$ cat src/rtl/char_out_pkg.sv
package char_out_pkg;

  localparam int unsigned FN_W = 3;

  localparam logic [FN_W-1:0] FN_ARM   = 3'd0;
  localparam logic [FN_W-1:0] FN_TEST  = 3'd1;
  localparam logic [FN_W-1:0] FN_CLEAR = 3'd2;
  localparam logic [FN_W-1:0] FN_LOAD  = 3'd4;
  localparam logic [FN_W-1:0] FN_SEND  = 3'd6;

  typedef struct packed {
    logic sel;
    logic arm;
    logic test;
    logic clr;
    logic load;
    logic send;
    logic bad;
  } op_t;

  function automatic logic op_writes(op_t op);
    return op.arm | op.clr | op.load | op.send;
  endfunction

endpackage

$ cat src/rtl/char_out_decode.sv
module char_out_decode
  import char_out_pkg::*;
#(
  parameter int unsigned DEV_W    = 6,
  parameter logic [DEV_W-1:0] DEV_CODE = 6'o04,
  localparam int unsigned BITS_W  = DEV_W + FN_W
) (
  input  logic              strobe,
  input  logic [BITS_W-1:0] bits,
  output op_t               op
);

  logic          hit;
  logic [FN_W-1:0] fn;

  assign hit = strobe && (bits[BITS_W-1:FN_W] == DEV_CODE);
  assign fn  = bits[FN_W-1:0];

  always_comb begin
    op     = '0;
    op.sel = hit;
    if (hit) begin
      unique case (fn)
        FN_ARM:   op.arm  = 1'b1;
        FN_TEST:  op.test = 1'b1;
        FN_CLEAR: op.clr  = 1'b1;
        FN_LOAD:  op.load = 1'b1;
        FN_SEND:  op.send = 1'b1;
        default:  op.bad  = 1'b1;
      endcase
    end
  end

endmodule

$ cat src/rtl/char_out_ctlreg.sv
module char_out_ctlreg
  import char_out_pkg::*;
#(
  parameter int unsigned CTL_W  = 12,
  parameter int unsigned CHAR_W = 8,
  parameter int unsigned ACC_W  = 12,
  localparam int unsigned PEND_B = CHAR_W,
  localparam int unsigned FLAG_B = CHAR_W + 1,
  localparam int unsigned AUX_B  = CHAR_W + 2
) (
  input  logic             clk,
  input  logic             rst,
  input  op_t              op,
  input  logic [ACC_W-1:0] acc,
  input  logic             tx_ack,
  output logic [CTL_W-1:0] ctl,
  output logic             fire
);

  localparam logic [CTL_W-1:0] ARM_VAL   = (CTL_W'(1) << FLAG_B) | (CTL_W'(1) << AUX_B);
  localparam logic [CTL_W-1:0] LOAD_KEEP = ~((CTL_W'(1) << FLAG_B) - CTL_W'(1));
  localparam logic [CTL_W-1:0] SEND_KEEP = ~((CTL_W'(1) << (AUX_B + 1)) - CTL_W'(1));
  localparam logic [CHAR_W-1:0] TOP_FLIP = CHAR_W'(1) << (CHAR_W - 1);

  logic              issued;
  logic [CHAR_W-1:0] ch;
  logic [CTL_W-1:0]  loaded;
  logic              writes;

  assign ch     = acc[CHAR_W-1:0] ^ TOP_FLIP;
  assign loaded = (CTL_W'(1) << PEND_B) | CTL_W'(ch);
  assign writes = op_writes(op);
  assign fire   = ctl[PEND_B] && !issued && !writes;

  always_ff @(posedge clk) begin
    if (rst) begin
      ctl    <= '0;
      issued <= 1'b0;
    end else if (writes) begin
      issued <= 1'b0;
      if (op.arm)       ctl <= ARM_VAL;
      else if (op.clr)  ctl <= '0;
      else if (op.load) ctl <= (ctl & LOAD_KEEP) | loaded;
      else              ctl <= (ctl & SEND_KEEP) | loaded;
    end else begin
      if (fire) issued <= 1'b1;
      if (tx_ack && ctl[PEND_B] && issued) begin
        ctl[PEND_B] <= 1'b0;
        ctl[FLAG_B] <= 1'b1;
        issued      <= 1'b0;
      end
    end
  end

endmodule

$ cat src/rtl/char_out_txport.sv
module char_out_txport #(
  parameter int unsigned CHAR_W = 8
) (
  input  logic              clk,
  input  logic              rst,
  input  logic              fire,
  input  logic [CHAR_W-1:0] ch,
  output logic [CHAR_W-1:0] tx_data,
  output logic              tx_valid
);

  always_ff @(posedge clk) begin
    if (rst) begin
      tx_data  <= '0;
      tx_valid <= 1'b0;
    end else begin
      tx_valid <= fire;
      if (fire) tx_data <= ch;
    end
  end

endmodule

$ cat src/rtl/char_out_pcstep.sv
module char_out_pcstep
  import char_out_pkg::*;
#(
  parameter int unsigned PC_W   = 15,
  parameter int unsigned WORD_W = 12
) (
  input  logic            clk,
  input  logic            rst,
  input  op_t             op,
  input  logic            flag,
  input  logic [PC_W-1:0] next_pc,
  output logic            skip,
  output logic            bad_op,
  output logic [PC_W-1:0] pc_out
);

  logic [PC_W-1:0]   stepped;
  logic [WORD_W-1:0] low_inc;
  logic              take;

  assign low_inc = next_pc[WORD_W-1:0] + WORD_W'(1);
  assign take    = op.test && flag;

  generate
    if (PC_W > WORD_W) begin : g_field
      assign stepped = {next_pc[PC_W-1:WORD_W], low_inc};
    end else begin : g_flat
      assign stepped = low_inc;
    end
  endgenerate

  always_ff @(posedge clk) begin
    if (rst) begin
      skip   <= 1'b0;
      bad_op <= 1'b0;
      pc_out <= '0;
    end else begin
      skip   <= 1'b0;
      bad_op <= op.bad;
      if (op.sel && !op.bad) begin
        skip   <= take;
        pc_out <= take ? stepped : next_pc;
      end
    end
  end

endmodule

$ cat src/rtl/char_out_ctl.sv
module char_out_ctl
  import char_out_pkg::*;
#(
  parameter int unsigned DEV_W    = 6,
  parameter logic [DEV_W-1:0] DEV_CODE = 6'o04,
  parameter int unsigned CTL_W    = 12,
  parameter int unsigned CHAR_W   = 8,
  parameter int unsigned ACC_W    = 12,
  parameter int unsigned PC_W     = 15,
  localparam int unsigned BITS_W  = DEV_W + FN_W
) (
  input  logic              clk,
  input  logic              rst,
  input  logic              iot_strobe,
  input  logic [BITS_W-1:0] iot_bits,
  input  logic [ACC_W-1:0]  acc,
  input  logic [PC_W-1:0]   next_pc,
  input  logic              tx_ack,
  output logic              skip,
  output logic [PC_W-1:0]   pc_out,
  output logic [CHAR_W-1:0] tx_data,
  output logic              tx_valid,
  output logic [CTL_W-1:0]  ctl_state,
  output logic              bad_op
);

  op_t  op;
  logic fire;

  char_out_decode #(.DEV_W(DEV_W), .DEV_CODE(DEV_CODE)) u_dec (
    .strobe (iot_strobe),
    .bits   (iot_bits),
    .op     (op)
  );

  char_out_ctlreg #(.CTL_W(CTL_W), .CHAR_W(CHAR_W), .ACC_W(ACC_W)) u_reg (
    .clk    (clk),
    .rst    (rst),
    .op     (op),
    .acc    (acc),
    .tx_ack (tx_ack),
    .ctl    (ctl_state),
    .fire   (fire)
  );

  char_out_txport #(.CHAR_W(CHAR_W)) u_tx (
    .clk      (clk),
    .rst      (rst),
    .fire     (fire),
    .ch       (ctl_state[CHAR_W-1:0]),
    .tx_data  (tx_data),
    .tx_valid (tx_valid)
  );

  char_out_pcstep #(.PC_W(PC_W), .WORD_W(ACC_W)) u_pc (
    .clk     (clk),
    .rst     (rst),
    .op      (op),
    .flag    (ctl_state[CHAR_W+1]),
    .next_pc (next_pc),
    .skip    (skip),
    .bad_op  (bad_op),
    .pc_out  (pc_out)
  );

endmodule

$ cat config.mk
export PLATFORM = sky130hd
export DESIGN_NAME = char_out_ctl
export DESIGN_NICKNAME = d
export VERILOG_FILES = /design/src/rtl/char_out_pkg.sv /design/src/rtl/char_out_decode.sv /design/src/rtl/char_out_ctlreg.sv /design/src/rtl/char_out_txport.sv /design/src/rtl/char_out_pcstep.sv /design/src/rtl/char_out_ctl.sv
export SDC_FILE = /design/constraint.sdc
export NUM_CORES = 1
export LEC_CHECK = 0
export BUFFER_PORTS_ARGS = -buffer_cell sky130_fd_sc_hd__buf_2
export CAP_MARGIN = 5
export CORE_UTILIZATION = 49
export DETAILED_ROUTE_END_ITERATION = 10
export GPL_TIMING_DRIVEN = 0
export PLACE_DENSITY = 0.93
export SLEW_MARGIN = 20
export SYNTH_ARGS = -nofsm -noshare
export SYNTH_HDL_FRONTEND = slang
export SYNTH_SLANG_ARGS = --single-unit
$ cat constraint.sdc
create_clock -name clk -period 2.91 [get_ports clk]
set_clock_uncertainty 0.05 [all_clocks]
set_input_delay 0.1455 -clock clk [delete_from_list [all_inputs] [get_ports clk]]
set_output_delay 0.1455 -clock clk [all_outputs]
set_load 0.03 [all_outputs]
Word level (Yosys, flattened, before mapping)
Index checks and enable logic that the tools add are counted.
{"block": "word_totals", "regBits": 39, "latchBits": 0, "mem_bits_rw": 0, "mem_bits_ro": 0, "input_bits": 40, "output_inout_bits": 38, "wordCells": 49, "memories": 0}
{"block": "op_classes", "add_sub_neg": 1, "n_mul": 0, "div_mod_pow": 0, "n_lt_le_gt_ge": 0, "eq_ne": 5, "n_shift": 0, "muxes": 13, "n_bitwise": 7, "n_reduce_logical": 15}
{"cell": "$mux W12", "n": 4}
{"cell": "$or A12 B9 Y12", "n": 2}
{"cell": "$add A12 B1 Y12 const B", "n": 1}
{"cell": "$logic_and A1 B1 Y1", "n": 7}
{"cell": "$eq A3 B3 Y1 const B", "n": 2}
{"cell": "$eq A6 B3 Y1 const B", "n": 1}
{"cell": "$mux W1", "n": 6}
{"cell": "$mux W6", "n": 1}
{"cell": "$reduce_or A5 Y1", "n": 1}
{"cell": "$mux W2", "n": 2}
{"cell": "$eq A3 B1 Y1 const B", "n": 1}
{"cell": "$eq A3 B2 Y1 const B", "n": 1}
{"cell": "$logic_not A1 Y1", "n": 3}
{"cell": "$logic_not A3 Y1", "n": 1}
{"cell": "$or A1 B1 Y1", "n": 3}
{"cell": "$reduce_or A3 Y1", "n": 1}
{"cell": "$not A1 Y1", "n": 2}
{"cell": "$reduce_bool A2 Y1", "n": 1}
{"cell": "$reduce_or A2 Y1", "n": 1}

Logic depth before layout (Yosys ltp)
{"block": "depth", "ltp_word": 9, "mapped_depth": 6}

Hierarchy
A second synthesis with hierarchy kept.
{"block": "unflattened", "hier_cells": 182, "hier_area_um2": 1715.4}
{"module": "char_out_pcstep", "instances": 1, "cells_per_inst": 94, "area_per_inst_um2": 832.0}
{"module": "char_out_ctlreg", "instances": 1, "cells_per_inst": 44, "area_per_inst_um2": 461.7}
{"module": "char_out_txport", "instances": 1, "cells_per_inst": 28, "area_per_inst_um2": 312.8}
{"module": "char_out_decode", "instances": 1, "cells_per_inst": 16, "area_per_inst_um2": 108.9}

Least setup slack after synthesis
OpenSTA, ideal clock, no wires.
{"block": "synth_path", "kind": "register -> register", "startpoint": "reg u_reg.ctl[9]", "endpoint": "reg u_pc.pc_out[8]", "arrival_time_ps": 1684, "required_ps": 2769, "slack_ps": 1086, "stages_incl_launch_ff": 7, "n_path_buf": 2, "path_cell_list": "dfxtp_1 -> nor4bb_1 -> buf_4 -> nand4_4 -> buf_6 -> or4_1 -> a311oi_1"}
{"block": "synth_between", "elab_chain_cells": 2}
{"item": "from (decl)", "line": "char_out_ctlreg.sv:16", "source": "output logic [CTL_W-1:0] ctl,"}
{"item": "from (signal assigned)", "line": "char_out_ctlreg.sv:43", "source": "else if (op.load) ctl <= (ctl & LOAD_KEEP) | loaded;"}
{"item": "from (signal assigned)", "line": "char_out_ctlreg.sv:44", "source": "else ctl <= (ctl & SEND_KEEP) | loaded;"}
{"item": "$logic_and A1 B1 Y1", "line": "char_out_pcstep.sv:22", "source": "assign take = op.test && flag;"}
{"item": "$mux W12", "line": "char_out_pcstep.sv:42", "source": "pc_out <= take ? stepped : next_pc;"}
{"item": "to (signal assigned)", "line": "char_out_pcstep.sv:42"}
{"item": "to (decl)", "line": "char_out_pcstep.sv:14", "source": "output logic [PC_W-1:0] pc_out"}
Every way passes these cells.
A chain may end at the register's enable or synchronous reset.

Final worst setup path
Ends and elaborated chain as after synthesis.

==> qor.yml <==
outcome:
  status: "finished, final reports clean"
yosys:
  async_reset_ff_share_pct: 0
  synth.yosys.warnings: 0
  synthesis.area_per_instance_sq_um: 9.019
  synth_top_cells_by_count: "38 x dfxtp_1, 26 x nor2_1, 14 x nand2_1"
  yosys.area.top_type: "dfxtp_1"
  synthDistinctLibCells: 38
  synth-edff-count: 0
  ys_ff_latch: 38
  syn-cell-area_sq_um: 1687
  ys.flop_type: "dfxtp_1"
  synth_top_cells_by_area: "dfxtp_1 45%, mux2i_1 7.1%, nor2_1 5.8%"
  synthMostInstantiatedCell: "dfxtp_1"
  ys_seq_area_share_pct: 45.10
  synthesized_netlist_net_count: 228
  synth.top_cell.area_share_pct: 45.10
  synth_cells: 187
pwr:
  switching_share_pct: 24.43
  power.internal_mw: 0.6694
  p_seq_share_pct: 58.9
  logic_pwr_share_pct: 8.6
  power.clock.fraction_pct: 32.5
  design_power_total_mw: 0.8858
  p_leak_nw: 0.9675
  vdd_ir_drop_max_v: 0.0002342
  switching_power_mw: 0.2164
  pwr_density_cell_nw_per_um2: 404.3
cts:
  root_buffer: "clkbuf_4"
  cts_num_sinks: 38
  htree_num_levels: 2
  post-cts-setup-buffer-count: 0
  clk_pin_slew_ns: 0.11
  max-clock-path-buffers: 2
  clock_latency_ns: 0.34
  tritoncts: "yes"
  cts_made_buffers: 5
  resized_cells_post_cts: 0
floorplan:
  placeableCoreArea_sq_um: 3153
  fp.dieH_um: 60.67
  fp.dieW_um: 60.67
  io_pins: 78
  initial_core_util_pct: 53.49
  num_rows: 20
  fp.dieArea_sq_um: 3681
drt:
  route.vias.total: 1735
  drt_pre_antenna_iters: 5
  drc: 0
  via_per_inst: 5.543
  number_of_nets_still_failing_antenna_checks_after_routing: 0
  route.final.wire_length_mm: 4.146
  wire_per_inst_um: 13.25
  routed.top_layer: "met4"
  wl_met3_um: 283
  met2_length_mm: 2.108
  wl_met1_mm: 1.667
  detailedRoute.firstIterationViolations: 108
timing:
  final_hold_viol_count: 0
  rsz0062_at_grt: "false"
  timing.final.setup_violations: 0
  post-route-period-util_pct: 68.09
  post-route-min-period_ns: 1.982
  drv_slew: 0
  setup_tns_ns: 0
  layout_setup_ws_ns: 0.9285
  hold_slack_ns: 0.007947
  achievable-frequency_ghz: 0.5047
critical_path:
  worst_path_required_time_ns: 3.12
  worst-path-max-fanout: 10
  worst_path_largest_cell_delay_ns: 0.48
  critical_path.cell_chain: "nor4bb_1, buf_4, nand4_4, buf_6, or4_1, a311oi_1"
  worst_path_max_delay_cell: "or4_1"
  critPathCaptureType: "flip-flop"
  timing.reg2reg.setup_slack_ns: 0.93
  crit_type: "reg -> reg"
  type_of_element_launching_the_critical_path: "flip-flop"
  critPathArrivalTime_ns: 2.19
finish:
  synthToLayoutAreaGrowth_pct: 29.90
  final_net_count: 309
  final_cells: 313
  stdcell_area_sq_um: 2191
  n_antenna_cell: 0
  final_layout_size_suffix_gt1_share_pct: 34.20
  final_core_util_pct: 69.48
placement:
  detailedPlacementHpwl_mm: 2.932
  post_place_setup_slack_ns: 0.9477
  dp_cells: 302
  post_dp_cell_area_sq_um: 2097
  number_of_buffers_inserted_by_port_buffering: 71
  gp_routability_congestion: 0.8807
global_routing:
  antenna_found_initial: 0
  grt.overflow.total: 0
  gr-usage-all-layers_pct: 24.27
  grt_first_pass_wirelength_mm: 6.637
  first_global_vias: 1576
  largest_net_degree_at_the_start_of_global_routing: 13
min_path:
  worst_min_delay_path_class: "in -> reg"
run:
  cap_viol_max_count: 0
==> routing by layer <==
metal  track usage [%]  vias up
met1             28.40      800
met5                 0        -
met2             41.76       74
met4             11.69        0
li1                  -      849
met3             5.757       12
==> sequential cells by signal, indices dropped and copies added, names as in the netlist <==
signal / cells
u_tx.tx_valid: 1
u_pc.bad_op: 1
u_reg.ctl: 11
u_pc.skip: 1
u_reg.issued: 1
u_pc.pc_out: 15
u_tx.tx_data: 8
==> worst max-delay path: cells and delay by family (launching register included) <==
| kind | cells | cell delay, ns |
|---|---|---|
| DFF | 1 | 0.36 |
| AOI/OAI and AO/OA | 1 | 0.25 |
| and+or+nand+nor | 3 | 0.88 |
| buffers and inverters | 2 | 0.36 |
==> cell families (layout without fill, tap and decap cells) <==
group	after synthesis	after routing	synth area share [%]
AOI/OAI and AO/OA	35	35	14.47
xor gates and xnor gates	2	2	1.039
adders and majority gates	1	1	0.7417
buffers and inverters	18	100	5.267
DFF	38	38	45.10
muxes	12	12	7.122
other	1	1	0.2223
and+or+nand+nor	80	80	26.04
==> cell usage in the layout (no fill, tap or decap), types with 5 or more instances in the layout <==
master | Yosys | routed
a21oi_1 | 10 | 10
clkbuf_1 | 9 | 9
dfxtp_1 | 38 | 38
clkbuf_4 | 0 | 5
a311oi_1 | 9 | 9
mux2i_1 | 12 | 12
nand3_1 | 11 | 11
or4_1 | 7 | 7
buf_2 | 2 | 73
nor2_1 | 26 | 26
o31ai_1 | 7 | 7
nand2_1 | 14 | 14
==> cell type report <==
class,count,area (sq um)
clock inverter,2,12.51
multi-input combinational,131,837.1
inverter,3,11.26
clock buffer,6,51.30
buffer,15,77.57
sequential,38,760.7
timing repair buffer,74,385.4
tap,44,55.05
fill,266,962.2
==> final timing paths <==
path | startpoint | to | depth (start not counted)
worst max register to register | u_reg.ctl[9]$_SDFFE_PP0P_ | u_pc.pc_out[8]$_SDFFE_PP0N_ | 6
worst max-delay path | u_reg.ctl[9]$_SDFFE_PP0P_ | u_pc.pc_out[8]$_SDFFE_PP0N_ | 6
worst min-delay path | acc[3] | u_reg.ctl[3]$_SDFFE_PP0P_ | 3
worst min register to register | u_reg.ctl[7]$_SDFFE_PP0P_ | u_reg.ctl[7]$_SDFFE_PP0P_ | 2
==> power by group through the flow <==
stage                     registers (mW)  logic [mW]  clock network, mW
after floorplan                    0.536      0.0288                  0
after global placement             0.534      0.0693                  0
after detailed placement           0.534      0.0709                  0
after CTS                          0.522      0.0735              0.291
after global routing               0.522      0.0831              0.317
final                              0.522      0.0758              0.288
==> what timing repair did <==
action,CTS,global route
hold buffers,2,1
endpoints found under the hold margin,2,1
endpoints found under the setup margin,0,0
No activity file was read; power rests on OpenSTA's default activity.
